<file path="config.mk">
export PLATFORM = sky130hd
export DESIGN_NAME = cwdp_top
export DESIGN_NICKNAME = d
export VERILOG_FILES = /design/src/rtl/cwdp_pkg.sv /design/src/rtl/cwdp_regbank.sv /design/src/rtl/cwdp_alu.sv /design/src/rtl/cwdp_top.sv
export SDC_FILE = /design/constraint.sdc
export NUM_CORES = 1
export LEC_CHECK = 0
export BUFFER_PORTS_ARGS = -buffer_cell sky130_fd_sc_hd__buf_4
export CORE_MARGIN = 4
export CORE_UTILIZATION = 63
export CTS_BUF_LIST = sky130_fd_sc_hd__clkbuf_8
export DETAILED_ROUTE_END_ITERATION = 10
export HOLD_SLACK_MARGIN = 0.12
export PLACE_DENSITY_LB_ADDON = 0.08
export SYNTH_ARGS = -nofsm -noshare
export SYNTH_HDL_FRONTEND = slang
export SYNTH_SLANG_ARGS = --single-unit
</file>
<file path="constraint.sdc">
create_clock -name clk -period 6.8 [get_ports clk]
set_input_delay 1.36 -clock clk [delete_from_list [all_inputs] [get_ports clk]]
set_output_delay 1.36 -clock clk [all_outputs]
set_load 0.02 [all_outputs]
</file>
<file path="src/rtl/cwdp_pkg.sv">
package cwdp_pkg;
    localparam int SEL_W = 3;
    localparam int OP_W  = 5;
    localparam int CW_W  = 3 * SEL_W + OP_W;
    localparam int FLAG_W = 4;

    localparam logic [OP_W-1:0] OP_PASS = 5'b00000;
    localparam logic [OP_W-1:0] OP_INC  = 5'b00001;
    localparam logic [OP_W-1:0] OP_ADD  = 5'b00010;
    localparam logic [OP_W-1:0] OP_SUB  = 5'b00101;
    localparam logic [OP_W-1:0] OP_DEC  = 5'b00110;
    localparam logic [OP_W-1:0] OP_AND  = 5'b01000;
    localparam logic [OP_W-1:0] OP_OR   = 5'b01010;
    localparam logic [OP_W-1:0] OP_XOR  = 5'b01100;
    localparam logic [OP_W-1:0] OP_NOT  = 5'b01110;
    localparam logic [OP_W-1:0] OP_SHR  = 5'b10000;
    localparam logic [OP_W-1:0] OP_SHL  = 5'b11000;

    typedef struct packed {
        logic [SEL_W-1:0] src_a;
        logic [SEL_W-1:0] src_b;
        logic [SEL_W-1:0] dst;
        logic [OP_W-1:0]  op;
    } cword_t;
endpackage

</file>
<file path="src/rtl/cwdp_regbank.sv">
module cwdp_regbank #(
    parameter int W     = 8,
    parameter int NREG  = 7,
    parameter int SEL_W = 3
) (
    input  logic             clk,
    input  logic             rst,
    input  logic [SEL_W-1:0] src_a,
    input  logic [SEL_W-1:0] src_b,
    input  logic [SEL_W-1:0] dst,
    input  logic [W-1:0]     ext_in,
    input  logic [W-1:0]     wr_data,
    output logic [W-1:0]     bus_a,
    output logic [W-1:0]     bus_b
);
    localparam int NDEC = 1 << SEL_W;

    typedef logic [NREG-1:0][W-1:0] bank_t;

    bank_t           regs_d;
    bank_t           regs_q;
    logic [NDEC-1:0] dec_oh;

    // destination decoder; output 0 means "no register"
    always_comb begin
        dec_oh = '0;
        dec_oh[dst] = 1'b1;
    end

    always_comb begin
        regs_d = regs_q;
        for (int i = 0; i < NREG; i++) begin
            if (dec_oh[i+1]) regs_d[i] = wr_data;
        end
        if (rst) regs_d = '0;
    end

    always_ff @(posedge clk) begin
        regs_q <= regs_d;
    end

    // source multiplexers: code 0 takes the external input
    always_comb begin
        bus_a = ext_in;
        bus_b = ext_in;
        for (int i = 0; i < NREG; i++) begin
            if (src_a == SEL_W'(i + 1)) bus_a = regs_q[i];
            if (src_b == SEL_W'(i + 1)) bus_b = regs_q[i];
        end
    end

    // reset clears the whole bank
    a_r8_reset_clear: assert property (@(posedge clk) rst |=> (regs_q == '0));

    // destination 0 leaves the bank untouched
    a_r4_no_write: assert property (@(posedge clk) disable iff (rst)
        (dst == '0) |=> $stable(regs_q));

    for (genvar g = 0; g < NREG; g++) begin : g_chk
        // selected register captures the result
        a_r3_write_sel: assert property (@(posedge clk) disable iff (rst)
            (dst == SEL_W'(g + 1)) |=> (regs_q[g] == $past(wr_data)));
        // unselected registers hold
        a_r3_others_hold: assert property (@(posedge clk) disable iff (rst)
            (dst != SEL_W'(g + 1)) |=> $stable(regs_q[g]));
    end
endmodule

</file>
<file path="src/rtl/cwdp_alu.sv">
module cwdp_alu
    import cwdp_pkg::*;
#(
    parameter int W = 8
) (
    input  logic [W-1:0]      opa,
    input  logic [W-1:0]      opb,
    input  logic [OP_W-1:0]   op,
    output logic [W-1:0]      result,
    output logic [FLAG_W-1:0] flags
);
    logic [W-1:0] addend;
    logic         cin;
    logic         use_adder;
    logic [W:0]   sum;
    logic         carry;
    logic         ovf;

    always_comb begin
        addend    = '0;
        cin       = 1'b0;
        use_adder = 1'b0;
        unique case (op)
            OP_INC: begin use_adder = 1'b1; cin = 1'b1; end
            OP_ADD: begin use_adder = 1'b1; addend = opb; end
            OP_SUB: begin use_adder = 1'b1; addend = ~opb; cin = 1'b1; end
            OP_DEC: begin use_adder = 1'b1; addend = '1; end
            default: ;
        endcase
    end

    assign sum = {1'b0, opa} + {1'b0, addend} + {{W{1'b0}}, cin};

    always_comb begin
        result = '0;
        carry  = 1'b0;
        ovf    = 1'b0;
        if (use_adder) begin
            result = sum[W-1:0];
            carry  = sum[W];
            ovf    = (opa[W-1] == addend[W-1]) && (sum[W-1] != opa[W-1]);
        end else begin
            case (op)
                OP_PASS: result = opa;
                OP_AND:  result = opa & opb;
                OP_OR:   result = opa | opb;
                OP_XOR:  result = opa ^ opb;
                OP_NOT:  result = ~opa;
                OP_SHR:  begin result = {1'b0, opa[W-1:1]}; carry = opa[0]; end
                OP_SHL:  begin result = {opa[W-2:0], 1'b0}; carry = opa[W-1]; end
                default: result = '0;
            endcase
        end
    end

    assign flags = {carry, result[W-1], (result == '0), ovf};

    // overflow only arises from the adder path
    a_r9_ovf_adder: assert final (!ovf || use_adder);
endmodule

</file>
<file path="src/rtl/cwdp_top.sv">
module cwdp_top
    import cwdp_pkg::*;
#(
    parameter int W = 8
) (
    input  logic              clk,
    input  logic              rst,
    input  logic [CW_W-1:0]   ctrl,
    input  logic [W-1:0]      data_in,
    output logic [W-1:0]      data_out,
    output logic [FLAG_W-1:0] flags
);
    localparam int NREG = (1 << SEL_W) - 1;

    cword_t       cw;
    logic [W-1:0] bus_a;
    logic [W-1:0] bus_b;
    logic [W-1:0] alu_res;

    assign cw = cword_t'(ctrl);

    cwdp_regbank #(.W(W), .NREG(NREG), .SEL_W(SEL_W)) u_bank (
        .clk     (clk),
        .rst     (rst),
        .src_a   (cw.src_a),
        .src_b   (cw.src_b),
        .dst     (cw.dst),
        .ext_in  (data_in),
        .wr_data (alu_res),
        .bus_a   (bus_a),
        .bus_b   (bus_b)
    );

    cwdp_alu #(.W(W)) u_alu (
        .opa    (bus_a),
        .opb    (bus_b),
        .op     (cw.op),
        .result (alu_res),
        .flags  (flags)
    );

    assign data_out = alu_res;

    // external input passes straight through on source A
    a_r2_ext_pass: assert property (@(posedge clk) disable iff (rst)
        (ctrl[13:11] == 3'd0 && ctrl[4:0] == OP_PASS) |-> (data_out == data_in));

    // unassigned operation codes give zero with Z set
    a_r6_unused_zero: assert property (@(posedge clk) disable iff (rst)
        (ctrl[4:0] == 5'b11111) |-> (data_out == '0 && flags[1]));
endmodule

</file>
==> results of run 1 <==
==> worst register-to-register path: cells and delay by family (launching register included) <==
| kind | cells | cell delay, ps |
|---|---|---|
| and+or+nand+nor | 1 | 50 |
| xor gates and xnor gates | 1 | 120 |
| adders and majority gates | 1 | 270 |
| muxes | 1 | 90 |
| AOI/OAI and AO/OA | 11 | 2440 |
| DFF | 1 | 400 |
| buffers and inverters | 2 | 390 |
==> logic make-up (layout without fill, tap and decap cells) <==
| logic type | count (synthesis) | after routing | share of synthesized area [%] |
|---|---|---|---|
| AOI/OAI and AO/OA | 186 | 186 | 29.0 |
| buffers and inverters | 83 | 93 | 8.07 |
| and+or+nand+nor | 210 | 210 | 22.5 |
| DFF | 56 | 56 | 22.9 |
| adders and majority gates | 25 | 25 | 6.69 |
| muxes | 35 | 35 | 10.1 |
| xor gates and xnor gates | 4 | 4 | 0.715 |
==> routing by layer <==
metal  share of wire [%]  up-vias  wire, microns  global-route usage, %
met1                  44     2231           6150                   45.0
met3                  11       27           1490                   7.04
met2                  43      255           6110                   47.4
met5                   0        -              0                      0
li1                    -     2228              -                      -
met4                 2.3        0            317                   9.36
==> cell type report <==
class | instances | area (sq um)
Timing Repair Buffer | 50 | 375
Clock buffer | 6 | 82.6
Sequential cell | 56 | 1120
Clock inverter | 2 | 7.51
Inverter | 35 | 131
Fill cell | 611 | 2160
Multi-Input combinational cell | 460 | 3400
Tap cell | 99 | 124
==> path summary, 6_finish.rpt <==
| check | from | endpoint | depth (start not counted) |
|---|---|---|---|
| hold reg to reg | u_bank.regs_q[7] | u_bank.regs_q[7] | 2 |
| hold / removal | u_bank.regs_q[7] | u_bank.regs_q[7] | 2 |
| setup / recovery | ctrl[10] | flags[1] | 19 |
| setup reg to reg | u_bank.regs_q[9] | u_bank.regs_q[47] | 17 |
==> stage by stage <==
step	area, sq um	hold slack, ps	power (uW)	utilization (%)
after floorplan	4900	478	561	-
final	5250	513	830	70.8
after CTS	5230	517	824	70.6
after detailed placement	5140	504	642	69.4
after global placement	5140	489	636	69.4
after global routing	5250	550	876	70.8
==> synth_stat cells (5+ instances only) <==
| cell type | instances | share of area [%] |
|---|---|---|
| buf_1 | 8 | 0.61 |
| mux4_2 | 7 | 3.2 |
| a211oi_2 | 5 | 1.3 |
| a21oi_1 | 18 | 1.8 |
| dfxtp_1 | 56 | 23 |
| nand3_1 | 8 | 0.82 |
| nor2b_1 | 18 | 2.3 |
| nor3b_1 | 5 | 0.77 |
| o211ai_1 | 10 | 1.5 |
| ha_1 | 23 | 5.9 |
| a22oi_1 | 8 | 1.2 |
| mux2_2 | 7 | 1.6 |
| o22ai_1 | 6 | 0.77 |
| nand2b_1 | 12 | 1.5 |
| o21ai_0 | 18 | 1.8 |
| a211oi_1 | 66 | 10 |
| o221ai_1 | 5 | 0.89 |
| a221oi_1 | 6 | 1.1 |
| buf_2 | 7 | 0.71 |
| nand2_1 | 31 | 2.4 |
| mux2i_1 | 16 | 3.3 |
| clkbuf_1 | 21 | 1.6 |
| nor2_1 | 84 | 6.4 |
| nor3_1 | 10 | 1.0 |
| buf_6 | 8 | 1.8 |
| inv_1 | 34 | 2.6 |
==> power breakdown <==
part           internal, uW  switching (uW)  total, uW  leakage (uW)
Combinational           115             169        284       0.00157
Sequential              345            14.7        359      0.000458
Clock                  80.5             106        186     0.0000538
==> timing repair <==
item	in CTS	in global routing
endpoints found under the setup margin	0	3
hold endpoints to repair	0	0
resized for setup	0	1
setup buffers	0	1
hold buffers	0	0
==> results by group, run 1 <==
Run status
  – Status: finished clean

Place
  – Dpl ws: 91.9 ps
  – Inst Count DP: 699
  – Port Buffer Count: 35
  – Placer congestion estimate: 0.981
  – Post-DP HPWL: 10.3 mm

Worst hold path
  – HP Class: flop to flop

Die
  – Initial Util: 66.1%
  – Die H: 96.2 microns
  – Row cnt: 31
  – Die W: 96.2 microns
  – Core box area: 7410 sq um
  – Die Area: 9250 sq um
  – Io pins: 36

Setup path
  – Critical path's slowest cell: a2111o_1
  – Crit path cell chain: buf_4 -> buf_4 -> mux2i_1 -> a221oi_1 -> a21oi_1 -> o21bai_1 -> a221oi_1 -> buf_4 -> nor2_1 -> o22ai_1 -> ha_1 -> a21o_1 -> a2111o_1 -> a21o_1 -> a21oi_1 -> xnor2_1 -> a21oi_2 -> and4_1 -> buf_4
  – Crit end category: output port
  – CP top delay family: compound AO/OA/AOI/OAI gates
  – CP Data Required Time: 5440 ps
  – CP dominant cell by count: buf_4
  – Critical path buffer and inverter count: 4
  – CP max stage delay: 400 ps
  – R2R setup slack: 2890 ps
  – Critical path arrival: 5260 ps
  – Critical path class: primary input to output port
  – Startpoint types: primary input
  – Crit Path Max Fanout: 22

Cells and area
  – Commonest non-fill, non-tap cell in the layout: nor2_1
  – Non-filler cells, final: 708
  – Area Growth Syn to Fin: 7.07%
  – Max reg flops: 56
  – Commonest cells after routing, fill and taps aside: nor2_1, a211oi_1, dfxtp_1
  – Fin nets: 657
  – Largest register by flop count: u_bank.regs_q
  – N_diodes: 0
  – Top flop regs: u_bank.regs_q x56
  – Layout cells sized above 1: 18.1%

Timing
  – Slew Viols, Final: 0
  – Worst Skew: 8.32 ps
  – Setup TNS Final: 0 ps
  – Fin worst setup slack: 182 ps
  – RSZ-0062 raised after global routing: no
  – Max Clk Rate: 0.151 GHz
  – Final period util: 97.3%
  – Setup Viol. Count Final: 0
  – Fin crit period: 6620 ps
  – Slew headroom: 12.8%
  – Final Hold Violating Endpoints: 0
  – Tightest Pin Transition: 1300 ps

Clock tree
  – Clk sink count: 56
  – CTS max path bufs: 2
  – CTS Buf Count: 5
  – Clock transition at path regs: 90 ps
  – Worst skew pair latency: 310 ps
  – H-Tree Depth: 2
  – CTS tree: built
  – Root buffer cell: clkbuf_8

Job
  – Max_cap viols: 0

Route
  – Routed len/inst: 19.9 microns
  – DRC viols: 0
  – Post-Route WL: 14.1 mm
  – Drt pass-1 iters: 5
  – Post-route antenna net violation count: 0
  – Routed vias: 4741
  – DR vias/cell: 6.70
  – DRT iter0 DRCs: 503

Synth
  – Ys async rst share: 0%
  – Distinct cells, synth: 81
  – EDFF count, synth: 0
  – Yosys warnings: 0
  – Synth Cell Area: 4900 sq um
  – Cells after synthesis: 599
  – Synth Register Bits: 56
  – Synthesized area per cell: 8.18 sq um
  – Sequential share of the synthesized area: 22.9%
  – Ys flop type: dfxtp_1
  – Syn_nets: 648

Pwr
  – Power per cell area: 158 nW/um^2
  – Leakage: 0.00208 uW
  – Maximum VDD drop: 149 uV

Global route
  – GRT Util Overall: 31.6%
  – Largest net degree at the start of global routing: 57
  – Vias in the first global route: 4372
  – GR Overflow Total: 0
  – First-pass GRT wire length: 22.7 mm
  – Initial antenna violation count: 0
(Power assumes the default switching activity.)
==> run 2: changes to the inputs <==
--- a/config.mk
+++ b/config.mk
@@ -6,9 +6,12 @@
 export NUM_CORES = 1
 export LEC_CHECK = 0
 export BUFFER_PORTS_ARGS = -buffer_cell sky130_fd_sc_hd__buf_4
+export CELL_PAD_IN_SITES_DETAIL_PLACEMENT = 2
+export CELL_PAD_IN_SITES_GLOBAL_PLACEMENT = 2
 export CORE_MARGIN = 4
-export CORE_UTILIZATION = 63
+export CORE_UTILIZATION = 38
 export CTS_BUF_LIST = sky130_fd_sc_hd__clkbuf_8
+export CTS_CLUSTER_DIAMETER = 50
 export DETAILED_ROUTE_END_ITERATION = 10
 export HOLD_SLACK_MARGIN = 0.12
 export PLACE_DENSITY_LB_ADDON = 0.08
==> results by group, run 2 (synthesis results as in run 1) <==
Clock tree
  – CTS tree: built (unchanged)
  – CTS max path bufs: 2 (unchanged)
  – Clk sink count: 56 (unchanged)
  – H-Tree Depth: 2 (unchanged)
  – Hold-fix buffers, CTS: 0 (unchanged)
  – Root buffer cell: clkbuf_8 (unchanged)
  – Clock transition at path regs: 100 ps (was 90 ps)
  – Worst skew pair latency: 320 ps (was 310 ps)
  – CTS Buf Count: 5 (unchanged)

Timing
  – Worst Skew: 11.9 ps (was 8.32 ps)
  – Slew Viols, Final: 0 (unchanged)
  – Slew headroom: 24.7% (was 12.8%)
  – Final period util: 96.3% (was 97.3%)
  – Worst hold slack: 526 ps (was 513 ps)
  – Setup Viol. Count Final: 0 (unchanged)
  – Fin worst setup slack: 254 ps (was 182 ps)
  – Final Hold Violating Endpoints: 0 (unchanged)
  – Max Clk Rate: 0.153 GHz (was 0.151 GHz)
  – RSZ-0062 raised after global routing: no (unchanged)
  – Tightest Pin Transition: 1120 ps (was 1300 ps)
  – Fin crit period: 6550 ps (was 6620 ps)

Cells and area
  – Max reg flops: 56 (unchanged)
  – Largest register by flop count: u_bank.regs_q (unchanged)
  – Non-filler cells, final: 793 (was 708)
  – N_diodes: 0 (unchanged)
  – Commonest cells after routing, fill and taps aside: nor2_1, a211oi_1, buf_4 (was nor2_1, a211oi_1, dfxtp_1)
  – Commonest non-fill, non-tap cell in the layout: nor2_1 (unchanged)
  – Filler cells: 1486 (was 611)
  – Layout cells sized above 1: 20.8% (was 18.1%)
  – Top flop regs: u_bank.regs_q x56 (unchanged)
  – Fin nets: 670 (was 657)
  – Area Growth Syn to Fin: 11.5% (was 7.07%)
  – Multi-input logic area: 3430 sq um (was 3400 sq um)
  – Storage element area: 1120 sq um (unchanged)
  – Util after Layout: 43.3% (was 70.8%)
  – Post-route cell area: 5460 sq um (was 5250 sq um)

Run status
  – Status: finished clean (unchanged)

Route
  – Routed vias: 4909 (was 4741)
  – DRT iter0 DRCs: 310 (was 503)
  – Routed len/inst: 24.4 microns (was 19.9 microns)
  – DRC viols: 0 (unchanged)
  – Post-Route WL: 19.4 mm (was 14.1 mm)
  – DR vias/cell: 6.19 (was 6.70)
  – Drt pass-1 iters: 5 (unchanged)
  – Post-route antenna net violation count: 0 (unchanged)

Setup path
  – Crit end category: output port (unchanged)
  – Startpoint types: primary input (unchanged)
  – Critical path class: primary input to output port (unchanged)
  – CP Data Required Time: 5440 ps (about the same)
  – Crit Path Max Fanout: 3 (was 22)
  – Critical path arrival: 5190 ps (was 5260 ps)

Job
  – Max_cap viols: 0 (unchanged)

Global route
  – Vias in the first global route: 5261 (was 4372)
  – Initial antenna violation count: 0 (unchanged)
  – GR Overflow Total: 0 (unchanged)
  – GRT Util Overall: 26.4% (was 31.6%)
  – Largest net degree at the start of global routing: 57 (unchanged)
  – First-pass GRT wire length: 30.3 mm (was 22.7 mm)

Die
  – Io pins: 36 (unchanged)
  – Die W: 122 microns (was 96.2 microns)
  – Row cnt: 41 (was 31)
  – Initial Util: 38.8% (was 66.1%)
  – Core box area: 12600 sq um (was 7410 sq um)
  – Die Area: 14800 sq um (was 9250 sq um)
  – Die H: 122 microns (was 96.2 microns)

Place
  – Dpl ws: -68.4 ps (was 91.9 ps)
  – Post-DP HPWL: 14.6 mm (was 10.3 mm)
  – Port Buffer Count: 35 (unchanged)
  – Placer congestion estimate: 0.977 (was 0.981)
  – Inst Count DP: 785 (was 699)
  – Placed Area: 5340 sq um (was 5140 sq um)

Pwr
  – Maximum VDD drop: 107 uV (was 149 uV)
  – Leakage: 0.00215 uW (was 0.00208 uW)
  – Power per cell area: 157 nW/um^2 (was 158 nW/um^2)

Worst hold path
  – HP Class: flop to flop (unchanged)
run 2: path summary, 6_finish.rpt:
kind | endpoint | slack (ps) | cells after the start | start
setup / recovery | flags[1] | 250 | 19 | ctrl[10]
hold / removal | u_bank.regs_q[37] | 530 | 2 | u_bank.regs_q[37]
setup reg to reg | u_bank.regs_q[15] | 2830 | 16 | u_bank.regs_q[8]
hold reg to reg | u_bank.regs_q[37] | 530 | 2 | u_bank.regs_q[37]
run 2: timing repair:
action | in CTS | in global routing
pin swaps | 0 | 2
buffers inserted | 0 | 1
endpoints found under the setup margin | 1 | 2
cloned | 0 | 0
resized for setup | 1 | 6
run 2: layer usage:
layer / global-route usage, % / part of all wire, %
met3: 3.99 / 5.1
met5: 0 / 0
met2: 42.8 / 47
met1: 37.4 / 46
met4: 5.67 / 1.9
run 2: final cells by class:
cell class	instances	area share, %
clock inverter	2	0.160
timing repair buffer	63	8.89
clock buffer	5	1.26
tap	172	3.94
multi-input combinational	460	62.8
inverter	35	2.40
sequential	56	20.5
run 2: report_power, final:
group          internal [uW]  switching, uW  total [uW]  leakage, uW
clock                   69.1            111         181    0.0000452
sequential               345           15.7         360     0.000458
combinational            123            192         315      0.00165
total                    537            320         856      0.00215
run 2: stage by stage:
stage | total power, uW | TNS [ps]
after detailed placement | 677 | -68.4
after floorplan | 561 | 0
final | 856 | 0
after CTS | 857 | 0
after global placement | 662 | 0
after global routing | 906 | 0
run 2: critical path, cell delays in order:
cell,delay [ps]
buf_4,130
nor2b_1,150
a221oi_2,300
a21oi_1,100
o21bai_1,180
a221oi_2,380
buf_4,180
o22ai_2,80
fa_2,420
inv_1,80
fa_1,200
nor2b_1,70
o31a_1,260
o22ai_2,150
mux2i_1,220
nor4b_4,250
and4_1,240
and4_2,260
buf_4,150
